File: src/rtl/clkgen_pkg.sv
package clkgen_pkg;

    // divide ratio of the processor clock; fixed by the duty-cycle rule
    localparam int CLKGEN_DIV = 3;
    localparam int CLKGEN_PW  = $clog2(CLKGEN_DIV);

    typedef logic [CLKGEN_PW-1:0] clkgen_ph_t;

    typedef struct packed {
        clkgen_ph_t ph;
        logic       cpu;
        logic       per;
    } clkgen_div_t;

    typedef struct packed {
        logic meta;
        logic rdy;
    } clkgen_rdy_t;

endpackage

File: src/rtl/clkgen_edge.sv
module clkgen_edge #(
    parameter int SYNC = 2
) (
    input  logic clk,
    input  logic rst_n,
    input  logic sel,
    input  logic osc_in,
    input  logic ext_in,
    output logic osc_out,
    output logic rise
);
    typedef struct packed {
        logic [SYNC-1:0] sh;
        logic            prev;
        logic            osc;
    } edge_st_t;

    edge_st_t st_d, st_q;

    always_comb begin
        st_d      = st_q;
        st_d.sh   = {st_q.sh[SYNC-2:0], (sel ? ext_in : osc_in)};
        st_d.prev = st_q.sh[SYNC-1];
        st_d.osc  = osc_in;
    end

    always_ff @(posedge clk or negedge rst_n) begin
        if (!rst_n) st_q <= '0;
        else        st_q <= st_d;
    end

    assign rise    = st_q.sh[SYNC-1] & ~st_q.prev;
    assign osc_out = st_q.osc;
endmodule

File: src/rtl/clkgen_div.sv
module clkgen_div
    import clkgen_pkg::*;
(
    input  logic clk,
    input  logic rst_n,
    input  logic rise,
    output logic cpu_clk,
    output logic per_clk,
    output logic cpu_rise,
    output logic cpu_fall
);
    clkgen_div_t div_d, div_q;

    always_comb begin
        div_d = div_q;
        if (rise) begin
            div_d.cpu = (div_q.ph == '0);
            if (div_q.ph == '0) div_d.per = ~div_q.per;
            div_d.ph = (div_q.ph == clkgen_ph_t'(CLKGEN_DIV-1)) ? '0 : div_q.ph + 1'b1;
        end
    end

    always_ff @(posedge clk or negedge rst_n) begin
        if (!rst_n) div_q <= '0;
        else        div_q <= div_d;
    end

    // strobes mark the reference cycle in which the outputs move
    assign cpu_rise = rise && (div_q.ph == '0);
    assign cpu_fall = rise && (div_q.ph == clkgen_ph_t'(1));
    assign cpu_clk  = div_q.cpu;
    assign per_clk  = div_q.per;
endmodule

File: src/rtl/clkgen_rst.sv
module clkgen_rst #(
    parameter int SYNC    = 2,
    parameter int RST_MIN = 4
) (
    input  logic clk,
    input  logic rst_n,
    input  logic req,
    input  logic fall,
    output logic cpu_rst
);
    localparam int HW = $clog2(RST_MIN);

    typedef struct packed {
        logic [SYNC-1:0] sync;
        logic            pend;
        logic [HW-1:0]   hold;
        logic            out;
    } rst_st_t;

    rst_st_t rs_d, rs_q;
    logic    want;

    always_comb begin
        rs_d      = rs_q;
        want      = rs_q.pend | rs_q.sync[SYNC-1];
        rs_d.sync = {rs_q.sync[SYNC-2:0], req};
        rs_d.pend = want;
        if (fall) begin
            rs_d.out  = want | (rs_q.hold != '0);
            rs_d.pend = 1'b0;
            if (want)                rs_d.hold = HW'(RST_MIN-1);
            else if (rs_q.hold != '0) rs_d.hold = rs_q.hold - 1'b1;
        end
    end

    always_ff @(posedge clk or negedge rst_n) begin
        if (!rst_n) begin
            rs_q      <= '0;
            rs_q.out  <= 1'b1;
            rs_q.hold <= HW'(RST_MIN-1);
        end else begin
            rs_q <= rs_d;
        end
    end

    assign cpu_rst = rs_q.out;
endmodule

File: src/rtl/cpu_clkgen.sv
module cpu_clkgen
    import clkgen_pkg::*;
#(
    parameter int SYNC    = 2,
    parameter int RST_MIN = 4
) (
    input  logic ref_clk,
    input  logic rst_n,
    input  logic src_sel,
    input  logic osc_in,
    input  logic ext_in,
    input  logic rst_req,
    input  logic rdy_in,
    output logic cpu_clk,
    output logic per_clk,
    output logic osc_out,
    output logic cpu_rst,
    output logic cpu_rdy
);
    logic src_rise, c_rise, c_fall;
    clkgen_rdy_t rdy_d, rdy_q;

    clkgen_edge #(.SYNC(SYNC)) u_edge (
        .clk(ref_clk), .rst_n(rst_n), .sel(src_sel), .osc_in(osc_in),
        .ext_in(ext_in), .osc_out(osc_out), .rise(src_rise)
    );

    clkgen_div u_div (
        .clk(ref_clk), .rst_n(rst_n), .rise(src_rise), .cpu_clk(cpu_clk),
        .per_clk(per_clk), .cpu_rise(c_rise), .cpu_fall(c_fall)
    );

    clkgen_rst #(.SYNC(SYNC), .RST_MIN(RST_MIN)) u_rst (
        .clk(ref_clk), .rst_n(rst_n), .req(rst_req), .fall(c_fall), .cpu_rst(cpu_rst)
    );

    always_comb begin
        rdy_d      = rdy_q;
        rdy_d.meta = rdy_in;
        if (c_rise) rdy_d.rdy = rdy_q.meta;
    end

    always_ff @(posedge ref_clk or negedge rst_n) begin
        if (!rst_n) rdy_q <= '0;
        else        rdy_q <= rdy_d;
    end

    assign cpu_rdy = rdy_q.rdy;
endmodule

File: config.mk
export PLATFORM = sky130hd
export DESIGN_NAME = cpu_clkgen
export DESIGN_NICKNAME = d
export VERILOG_FILES = /design/src/rtl/clkgen_pkg.sv /design/src/rtl/clkgen_edge.sv /design/src/rtl/clkgen_div.sv /design/src/rtl/clkgen_rst.sv /design/src/rtl/cpu_clkgen.sv
export SDC_FILE = /design/constraint.sdc
export NUM_CORES = 1
export LEC_CHECK = 0
export ABC_AREA = 0
export BUFFER_PORTS_ARGS = -buffer_cell sky130_fd_sc_hd__buf_2
export CELL_PAD_IN_SITES_DETAIL_PLACEMENT = 1
export CELL_PAD_IN_SITES_GLOBAL_PLACEMENT = 1
export CORE_MARGIN = 3
export CORE_UTILIZATION = 40
export DETAILED_ROUTE_END_ITERATION = 10
export PLACE_DENSITY = 0.75
export SYNTH_ARGS = -nofsm -noshare
export SYNTH_HDL_FRONTEND = slang
export SYNTH_SLANG_ARGS = --single-unit
File: constraint.sdc
create_clock -name ref_clk -period 1.93 [get_ports ref_clk]
set_clock_uncertainty 0.1 [all_clocks]
set_input_delay 0.193 -clock ref_clk [delete_from_list [all_inputs] [get_ports ref_clk]]
set_output_delay 0.193 -clock ref_clk [all_outputs]
set_load 0.005 [all_outputs]
==> results of run 1 <==
[report_power, final]
| group | switching [mW] | internal (mW) |
|---|---|---|
| logic | 0.102 | 0.122 |
| registers | 0.0662 | 0.424 |
| clock network | 0.0911 | 0.0801 |
| total | 0.260 | 0.626 |
[routing by layer]
metal  up-vias  share of wire (%)
li1        154                  -
met1       160                 43
met2        12                 49
met3         4                6.1
met4         0                2.0
met5         -                  0
[critical path, stage by stage, from the launching register on]
cell     delay [ps]
dfstp_2         550
inv_1            40
ha_1            220
nor4_2          340
mux2i_1         130
[area by class of cell]
type	count	share of cell area, %
flip-flops and latches	15	54.79
multi-input cells	18	24.05
inverters	2	1.085
clock buffers	4	3.797
well taps	14	2.532
repair buffers	15	13.74
[cell families after synthesis]
logic type,after synthesis,synth area share (%)
flip-flops,15,68.55
AND/OR/NAND/NOR,9,14.03
AO/OA/AOI/OAI,4,6.334
multiplexers,3,5.882
buffers and inverters,2,1.358
XOR/XNOR,1,1.584
adder cells (fa/ha/maj),1,2.262
[registers in the layout, summed over array words and instances, names as in the netlist]
register	count
u_edge.osc_out	1
u_rst.rs_d	1
u_edge.st_d	2
u_rst.cpu_rst	1
u_rst.rs_q	4
cpu_rdy	1
u_edge.st_q	1
u_div.div_q	2
rdy_q	1
u_div.per_clk	1
[repair_timing]
item                      CTS  global route
hold endpoints to repair   18             0
hold buffers                4             0
resized for setup           0             0
[path summary, 6_finish.rpt]
kind	depth (start not counted)	end	startpoint
max reg2reg	4	u_rst.rs_q[1]	u_rst.rs_q[1]
min reg2reg	0	u_edge.st_d[1]	u_edge.st_d[3]
min	2	u_edge.st_d[3]	ext_in
max	4	u_rst.rs_q[1]	u_rst.rs_q[1]
min in group asynchronous	2	u_div.div_q[2]	rst_n
max in group asynchronous	2	u_rst.rs_q[2]	rst_n
[per-stage QoR]
step	hold slack, ps	total power, mW
finish	46.19	0.8862
global route	37.04	0.9441
CTS	42.73	0.9002
detailed placement	9.804	0.7207
global placement	-7.815	0.6864
floorplan	-202.6	0.6212
[cells in the final DEF, fill, tap and decap left out]
cell           count
dfrtp_1           12
buf_2             11
nand2_1            4
dlygate4sd3_1      4
clkbuf_4           3
dfstp_2            3
inv_1              2
a21o_1             2
mux2_2             1
nand4bb_4          1
o21a_1             1
nor2_1             1
nor4_2             1
a22oi_2            1
mux2i_1            1
nand2b_2           1
nor3_2             1
mux2_1             1
xor2_1             1
ha_1               1
clkbuf_1           1
==> summary.md, run 1 <==
| Metric | Value |
|---|---|
| Hpwl dp | `769.9 um` |
| Asr flop ratio synth | `100.0%` |
| Post-synthesis average cell area | `between 15 and 20 um^2` |
| Fmax | `688.8 MHz` |
| Fin area | `a little under 700 um^2` |
| Port buffer count | `11` |
| GP Congestion | `a little over 0.6` |
| CP Max Fanout | `2` |
| Synthesized net count | `43` |
| Area of the multi-input gates | `166.4 um^2` |
| Initial Util | `46.04%` |
| Starting DRT DRC Count | `0` |
| Most common cell in the netlist | `dfrtp_1` |
| Met3 Track Usage GR | `4.661%` |
| Routed WL per cell | `14.25 um` |
| Yosys cell types | `17` |
| Share of cells above drive strength 1 | `between 40 and 50%` |
| Place WS | `484.0 ps` |
| Synth Instances | `35` |
| Critical Path Sink Type | `flip-flop` |
| Clock transition at the registers of the reported paths | `80 ps` |
| Largest net degree at the start of global routing | `16` |
| Synth top area share | `54.30%` |
| Fin Setup TNS | `0 ps` |
| Post-layout util | `between 50 and 60%` |
| Drt total wl | `969 um` |
| Setup WS post-layout | `478.1 ps` |
| Post-DR vias/cell | `4.853` |
| Drt first pass iters | `1` |
| Initial antenna violation count | `0` |
| Status | `completed` |
| Vias in the first global route | `375` |
| Total CTS buffers | `3` |
| Buffer depth of the longest clock path | `2` |
| Fin crit share | `75.23%` |
| Post-synthesis sequential area ratio | `between 60% and 70%` |
| Largest area contributor in the netlist | `dfrtp_1` |
| Clk_lat worst skew | `270 ps` |
| DP Area | `625.6 um^2` |
| Post-synth top flop | `dfrtp_1` |
| Number of top-level pins | `12` |
| Clock sink count | `15` |
| Clock root buffer | `clkbuf_4` |
| TritonCTS clock tree | `built` |
| Top post-synthesis cells by area | `dfrtp_1 (54%), dfstp_2 (14%), nand4bb_4 (5.0%)` |
| Postcts setup bufs | `0` |
| CP arrival | `about 1500 ps` |
| Via count | `330` |
| H-tree levels | `1` |
| Fin. Hold Viols | `0` |
| Slew Limit Fails | `0` |
| Routed Antenna Nets | `0` |
| Global Route met1 Usage | `15.59%` |
| Max-cap violations | `0` |
| Post-Syn Area | `553.0 um^2` |
| Number of placement rows | `12` |
| Layout Cells excl Fill | `68` |
| Slew @ Worst Pin | `351.5 ps` |
| Pwr dens | `1281 nW/um^2` |
| Die area | `1865 um^2` |
| # DRC | `0` |
| GRT Resource Usage Total | `13.12%` |
| Gr busiest metal | `met2` |
| Sequential cell area | `~380 um^2` |
| Area Overhead vs Synth | `25.11%` |
| WS Path Type | `reg -> reg` |
| GRT overflow | `0` |
| Final Critical Period | `1452 ps` |
| Flops & latches, synth | `15` |
| Hold Path Class | `in -> reg` |
| RSZ-0062 raised after global routing | `false` |
| Dpl cells | `60` |
| Leakage | `0.3415 nW` |
| Flop-to-flop setup slack | `480 ps` |
| Area of the core | `1201 um^2` |
| Fillers | `124` |
| Nature of the critical path startpoint | `flip-flop` |
| Die Ht | `43.19 um` |
| Relative slew slack | `76.37%` |
| Setup violators final | `0` |
| GR Util met2 | `between 20 and 25%` |
| First-pass GRT wire length | `approximately 1.7 mm` |
| Post-synth EDFFs | `0` |
| Peak VDD IR | `0.6620 mV` |
| Die X | `43.19 um` |
| Final net count | `63` |
| Antenna cell count | `0` |
| Commonest cells in the netlist | `dfrtp_1 (12), nand2_1 (4), dfstp_2 (3), a21o_1 (2), inv_1 (2)` |
| Critical Path RT | `2020 ps` |
| Yosys warning total | `0` |
Note: power is estimated with default switching activity, not from simulation.
==> run 2: changes to the inputs <==
--- a/config.mk
+++ b/config.mk
@@ -5,12 +5,12 @@
 export SDC_FILE = /design/constraint.sdc
 export NUM_CORES = 1
 export LEC_CHECK = 0
-export ABC_AREA = 0
+export ABC_AREA = 1
 export BUFFER_PORTS_ARGS = -buffer_cell sky130_fd_sc_hd__buf_2
 export CELL_PAD_IN_SITES_DETAIL_PLACEMENT = 1
 export CELL_PAD_IN_SITES_GLOBAL_PLACEMENT = 1
 export CORE_MARGIN = 3
-export CORE_UTILIZATION = 40
+export CORE_UTILIZATION = 38
 export DETAILED_ROUTE_END_ITERATION = 10
 export PLACE_DENSITY = 0.75
 export SYNTH_ARGS = -nofsm -noshare
==> constraint.sdc (replaced) <==
create_clock -name ref_clk -period 1.41 [get_ports ref_clk]
set_clock_uncertainty 0.1 [all_clocks]
set_input_delay 0.141 -clock ref_clk [delete_from_list [all_inputs] [get_ports ref_clk]]
set_output_delay 0.141 -clock ref_clk [all_outputs]
set_load 0.005 [all_outputs]
==> summary.md, run 2 <==
| Metric | Value |
|---|---|
| Die Ht | `44.62 um (+3.3%)` |
| Place WS | `170.7 ps (-313.3 ps)` |
| Max-cap violations | `0 (unchanged)` |
| Critical Path RT | `1530 ps (-490 ps)` |
| Share of cells above drive strength 1 | `37.50% (-5.1 points)` |
| Commonest cells in the netlist | `dfrtp_1 (12), nand2_1 (12), inv_1 (6), nand2_2 (4)` |
| Initial antenna violation count | `0 (unchanged)` |
| Synth Instances | `51 (+46%)` |
| First-pass GRT wire length | `1.842 mm (+6.0%)` |
| NetSw | `0.4048 mW (+56%)` |
| Post-Syn Area | `566.8 um^2 (+2.5%)` |
| TritonCTS clock tree | `built` |
| GRT Resource Usage Total | `13.32% (+0.20 points)` |
| Fin crit share | `89.21% (+14 points)` |
| Flop-to-flop setup slack | `150 ps (-330 ps)` |
| Post-DR vias/cell | `4.644 (-4.3%)` |
| Hpwl dp | `772.6 um (+0.35%)` |
| Synth top area share | `52.98% (-1.3 points)` |
| Critical Path End | `u_rst.rs_q[2]` |
| Area Overhead vs Synth | `28.48%` |
| GRT overflow | `0 (unchanged)` |
| Antenna cell count | `0 (unchanged)` |
| Fin. Hold Viols | `0 (unchanged)` |
| Post-synth top flop | `dfrtp_1` |
| Relative slew slack | `78.79% (+2.4 points)` |
| Reg2reg start | `u_rst.rs_q[1]` |
| Nature of the critical path startpoint | `flip-flop` |
| Total CTS buffers | `3 (unchanged)` |
| Synthesized net count | `59 (+37%)` |
| Setup WS post-layout | `152.1 ps (-326.0 ps)` |
| Pwr dens | `1700 nW/um^2 (+33%)` |
| Area of the core | `1350 um^2 (+12%)` |
| Buffer depth of the longest clock path | `2 (unchanged)` |
| Combinational fraction of design power | `27.8% (+2.5 points)` |
| Fin Setup TNS | `0 ps (unchanged)` |
| Number of placement rows | `13 (+1)` |
| Setup violators final | `0 (unchanged)` |
| Number of top-level pins | `12 (unchanged)` |
| Initial Util | `41.98% (-4.1 points)` |
| Switching part of the total power | `32.69% (+3.4 points)` |
| Clk pwr share | `18.9% (-0.4 points)` |
| Post-synthesis average cell area | `11.11 um^2 (-30%)` |
| Dpl cells | `77 (+28%)` |
| Post-synthesis sequential area ratio | `66.89% (-1.7 points)` |
| Postcts setup bufs | `0 (unchanged)` |
| Post-layout util | `53.94% (-3.7 points)` |
| Clock root buffer | `clkbuf_4` |
| CP Max Fanout | `3 (+1)` |
| Peak VDD IR | `0.8078 mV (+22%)` |
| Hold Path Class | `in -> async` |
| Clk_lat worst skew | `280 ps (about the same)` |
| Final Critical Period | `1258 ps (-194.0 ps)` |
| Fmax | `795.0 MHz (+15%)` |
| # DRC | `0 (unchanged)` |
| Leakage | `0.3643 nW (+6.7%)` |
| Asr flop ratio synth | `100.0% (unchanged)` |
| Die area | `1991 um^2 (+6.8%)` |
| Reg-to-reg critical path endpoint | `u_rst.rs_q[2]` |
| Layout Cells excl Fill | `87 (+28%)` |
| Status | `completed` |
| CP arrival | `1380 ps (-160 ps)` |
| Largest net degree at the start of global routing | `16 (unchanged)` |
| Sequential share of power | `53.3% (-2.0 points)` |
| Slew Limit Fails | `0 (unchanged)` |
| Via count | `404 (+22%)` |
| Cell internal pwr | `0.8335 mW (+33%)` |
| Routed Antenna Nets | `0 (unchanged)` |
| Yosys cell types | `13 (-4)` |
| Flops & latches, synth | `15 (unchanged)` |
| Commonest cells after routing, fill and taps aside | `nand2_1 (12), dfrtp_1 (12), buf_2 (11), inv_1 (6), dlygate4sd3_1 (6)` |
| Clock sink count | `15 (unchanged)` |
| Yosys warning total | `0 (unchanged)` |
| Worst Reg-to-Reg Cells | `5 (+1)` |
| CP Launch Point | `u_rst.rs_q[1]` |
| Port buffer count | `11 (unchanged)` |
| Largest area contributor in the netlist | `dfrtp_1` |
| Fillers | `153 (+23%)` |
| Drt total wl | `986 um (+1.8%)` |
| Final net count | `81 (+29%)` |
| H-tree levels | `1 (unchanged)` |
| Clock transition at the registers of the reported paths | `90 ps (about the same)` |
| Slew @ Worst Pin | `318.2 ps (-33.37 ps)` |
| RSZ-0062 raised after global routing | `false` |
| GP Congestion | `0.6641 (+7.3%)` |
| Post-synth EDFFs | `0 (unchanged)` |
| Critical Path Sink Type | `flip-flop` |
| Largest reg by FF count | `u_rst.rs_q` |
| Starting DRT DRC Count | `5 (+5)` |
| Top post-synthesis cells by area | `dfrtp_1 (53%), dfstp_2 (14%), nand2_1 (7.9%)` |
| Max reg flops | `4 (unchanged)` |
| Vias in the first global route | `455 (+21%)` |
| WS Path Type | `reg -> reg` |
| Drt first pass iters | `2 (+1)` |
| Routed WL per cell | `11.33 um (-20%)` |
| Die X | `44.62 um (+3.3%)` |
| Final Power | `1.238 mW (+40%)` |
-- run 2: timing repair --
action                                 4_1_cts  5_1_grt
hold buffers                                 6        0
endpoints found under the hold margin       19        0
resized for setup                            0        0
-- run 2: cell type report --
type	count	area, um^2	area share [%]
Clock buffer	3	22.52	3.093
Clock inverter	1	5.005	0.6873
Inverter	8	30.03	4.124
Multi-Input combinational cell	28	157.7	21.65
Sequential cell	15	379.1	52.06
Tap cell	15	18.77	2.577
Timing Repair Buffer	17	115.1	15.81
-- run 2: power by group through the flow --
stage | combinational [mW] | sequential (mW) | clock, mW
6_report | 0.345 | 0.659 | 0.234
5_1_grt | 0.406 | 0.678 | 0.265
3_3_place_gp | 0.318 | 0.658 | 0
2_1_floorplan | 0.209 | 0.661 | 0
4_1_cts | 0.355 | 0.664 | 0.250
3_5_place_dp | 0.342 | 0.673 | 0
-- run 2: cells by family after synthesis --
| kind of cell | count (synthesis) | share of synthesized area [%] |
|---|---|---|
| compound gates | 2 | 1.766 |
| fa+ha+maj | 1 | 2.207 |
| buf+inv | 8 | 5.298 |
| flops | 15 | 66.89 |
| mux | 1 | 1.987 |
| simple gates | 24 | 21.85 |
-- run 2: critical path, stage by stage, from the launching register on --
cell     delay [ps]
dfstp_2         550
inv_1            50
ha_1            290
nand2_1          70
nand3_1          70
nand2_1          70
-- run 2: per-stage QoR --
step                hold WS [ps]  cell area, um^2
floorplan                 -254.6            566.8
global placement          -44.82            640.6
detailed placement        -42.80            640.6
CTS                        175.4            728.2
global route               197.7            728.2
finish                     183.7            728.2
-- run 2: how the worst min path moves through the flow --
stage / cells past startpoint / to / start
floorplan: 0 / cpu_rdy / rst_n
finish: 2 / cpu_rdy / rst_n
global route: 2 / cpu_rdy / rst_n
detailed placement: 1 / u_div.per_clk / rst_n
global placement: 1 / u_div.per_clk / rst_n
CTS: 2 / cpu_rdy / rst_n
-- run 2: metal layers --
metal | up-vias | GRT usage [%] | wire length, um
met3 | 2 | 6.504 | 71
met5 | - | 0 | 0
met1 | 189 | 12.56 | 405
li1 | 201 | - | -
met4 | 0 | 5.422 | 15
met2 | 12 | 24.07 | 494
==> run 3: changes to the inputs <==
--- a/config.mk
+++ b/config.mk
@@ -7,12 +7,11 @@
 export LEC_CHECK = 0
 export ABC_AREA = 1
 export BUFFER_PORTS_ARGS = -buffer_cell sky130_fd_sc_hd__buf_2
-export CELL_PAD_IN_SITES_DETAIL_PLACEMENT = 1
-export CELL_PAD_IN_SITES_GLOBAL_PLACEMENT = 1
 export CORE_MARGIN = 3
-export CORE_UTILIZATION = 38
+export CORE_UTILIZATION = 40
 export DETAILED_ROUTE_END_ITERATION = 10
-export PLACE_DENSITY = 0.75
+export GPL_TIMING_DRIVEN = 0
+export PLACE_DENSITY = 0.65
 export SYNTH_ARGS = -nofsm -noshare
 export SYNTH_HDL_FRONTEND = slang
 export SYNTH_SLANG_ARGS = --single-unit
==> summary.md, run 3 (same netlist as run 2, synthesis figures left out) <==
| Metric | Value |
|---|---|
| CP arrival | `1350 ps (-30 ps)` |
| Initial antenna violation count | `0 (unchanged)` |
| CP Max Fanout | `3 (unchanged)` |
| Die Ht | `43.64 um (-2.2%)` |
| Fmax | `810.1 MHz (+1.9%)` |
| Peak VDD IR | `0.7699 mV (-4.7%)` |
| # DRC | `0 (unchanged)` |
| Antenna cell count | `0 (unchanged)` |
| Sequential cell area | `379.1 um^2 (unchanged)` |
| Fin area | `725.7 um^2 (-0.34%)` |
| Critical Path Sink Type | `flip-flop` |
| Nature of the critical path startpoint | `flip-flop` |
| Buffer depth of the longest clock path | `2 (unchanged)` |
| Largest net degree at the start of global routing | `16 (unchanged)` |
| Fin Setup TNS | `0 ps (unchanged)` |
| Pwr dens | `1679 nW/um^2 (-1.3%)` |
| GRT overflow | `0 (unchanged)` |
| Area Overhead vs Synth | `28.04%` |
| Max reg flops | `4 (unchanged)` |
| RSZ-0062 raised after global routing | `false` |
| Area of the core | `1216 um^2 (-9.9%)` |
| Final Power | `1.218 mW (-1.6%)` |
| Reg2reg start | `u_rst.rs_q[1]` |
| Final Critical Period | `1234 ps (-23.43 ps)` |
| Slew @ Worst Pin | `315.9 ps (-2.296 ps)` |
| Fillers | `107 (-30%)` |
| Vias in the first global route | `364 (-20%)` |
| Total CTS buffers | `3 (unchanged)` |
| Area of the multi-input gates | `157.7 um^2 (unchanged)` |
| Post-layout util | `59.67% (+5.7 points)` |
| Worst Reg-to-Reg Cells | `5 (unchanged)` |
| TritonCTS clock tree | `built` |
| Hold Path Class | `in -> async` |
| DP Area | `639.4 um^2 (-0.20%)` |
| Via count | `383 (-5.2%)` |
| Drt total wl | `861 um (-13%)` |
| Number of top-level pins | `12 (unchanged)` |
| Final Hold Slack | `179.3 ps (-4.368 ps)` |
| Share of cells above drive strength 1 | `36.11% (-1.4 points)` |
| GRT Resource Usage Total | `10.39% (-2.9 points)` |
| Number of placement rows | `12 (-1)` |
| Commonest cells after routing, fill and taps aside | `nand2_1 (12), dfrtp_1 (12), buf_2 (11), inv_1 (6), dlygate4sd3_1 (6)` |
| Largest reg by FF count | `u_rst.rs_q` |
| CP Launch Point | `u_rst.rs_q[1]` |
| Status | `completed` |
| Critical Path RT | `1520 ps (about the same)` |
| Die X | `43.64 um (-2.2%)` |
| First-pass GRT wire length | `1.449 mm (-21%)` |
| Max-cap violations | `0 (unchanged)` |
| WS Path Type | `reg -> reg` |
| Fin. Hold Viols | `0 (unchanged)` |
| Routed Antenna Nets | `0 (unchanged)` |
| Clk_lat worst skew | `270 ps (about the same)` |
| H-tree levels | `1 (unchanged)` |
| Post-DR vias/cell | `4.453 (-4.1%)` |
| Clock sink count | `15 (unchanged)` |
| Initial Util | `46.60% (+4.6 points)` |
| Slew Limit Fails | `0 (unchanged)` |
| Layout Cells excl Fill | `86 (-1.1%)` |
| Hpwl dp | `607.8 um (-21%)` |
| Starting DRT DRC Count | `9 (+4)` |
| Drt first pass iters | `4 (+2)` |
| Routed WL per cell | `10.01 um (-12%)` |
| Die area | `1904 um^2 (-4.3%)` |
| Setup WS post-layout | `175.6 ps (+23.43 ps)` |
| Final net count | `81 (unchanged)` |
| Clock root buffer | `clkbuf_4` |
| Port buffer count | `11 (unchanged)` |
| Relative slew slack | `78.94% (+0.15 points)` |
| Fin crit share | `87.55% (-1.7 points)` |
| Setup violators final | `0 (unchanged)` |
| GP Congestion | `0.6454 (-2.8%)` |
| Leakage | `0.3616 nW (-0.75%)` |
| Clock transition at the registers of the reported paths | `90 ps (about the same)` |
| Place WS | `187.7 ps (+16.95 ps)` |
| Dpl cells | `76 (-1.3%)` |
[run 3: timing repair]
item / 4_1_cts / 5_1_grt
hold buffers: 5 / 1
endpoints found under the hold margin: 19 / 1
buffers inserted: 0 / 0
gates resized for setup: 0 / 0
[run 3: metal layers]
| metal | vias to the layer above | GRT usage, % | routed length (um) |
|---|---|---|---|
| met4 | 0 | 5.422 | 7 |
| met2 | 9 | 15.70 | 408 |
| li1 | 201 | - | - |
| met1 | 171 | 13.72 | 405 |
| met3 | 2 | 2.490 | 39 |
| met5 | - | 0 | 0 |
[run 3: path summary, 6_finish.rpt]
check / to / slack, ps
worst max-delay path: u_rst.rs_q[2] / 180
worst min-delay path: u_div.div_q[3] / 180
worst max register to register: u_rst.rs_q[2] / 180
worst min register to register: u_edge.st_d[1] / 260
max in group asynchronous: u_rst.rs_q[2] / 730
min in group ref_clk: u_edge.st_d[1] / 260
[run 3: area by class of cell]
class / count / area share, %
Inverter: 8 / 4.138
Clock buffer: 4 / 3.621
Multi-Input combinational cell: 28 / 21.72
Sequential cell: 15 / 52.24
Tap cell: 14 / 2.414
Timing Repair Buffer: 17 / 15.86
[run 3: worst max-delay path, cell delays in order, from the launching register on]
cell and delay (ps):
dfstp_2 550, inv_1 40, ha_1 270, nand2_1 60, nand3_1 70, nand2_1 70
[run 3: where the power goes]
group	switching [mW]	leakage, nW	total (mW)	internal [mW]
clock	0.122	0.0150	0.232	0.109
sequential	0.0725	0.173	0.655	0.583
combinational	0.188	0.174	0.331	0.143
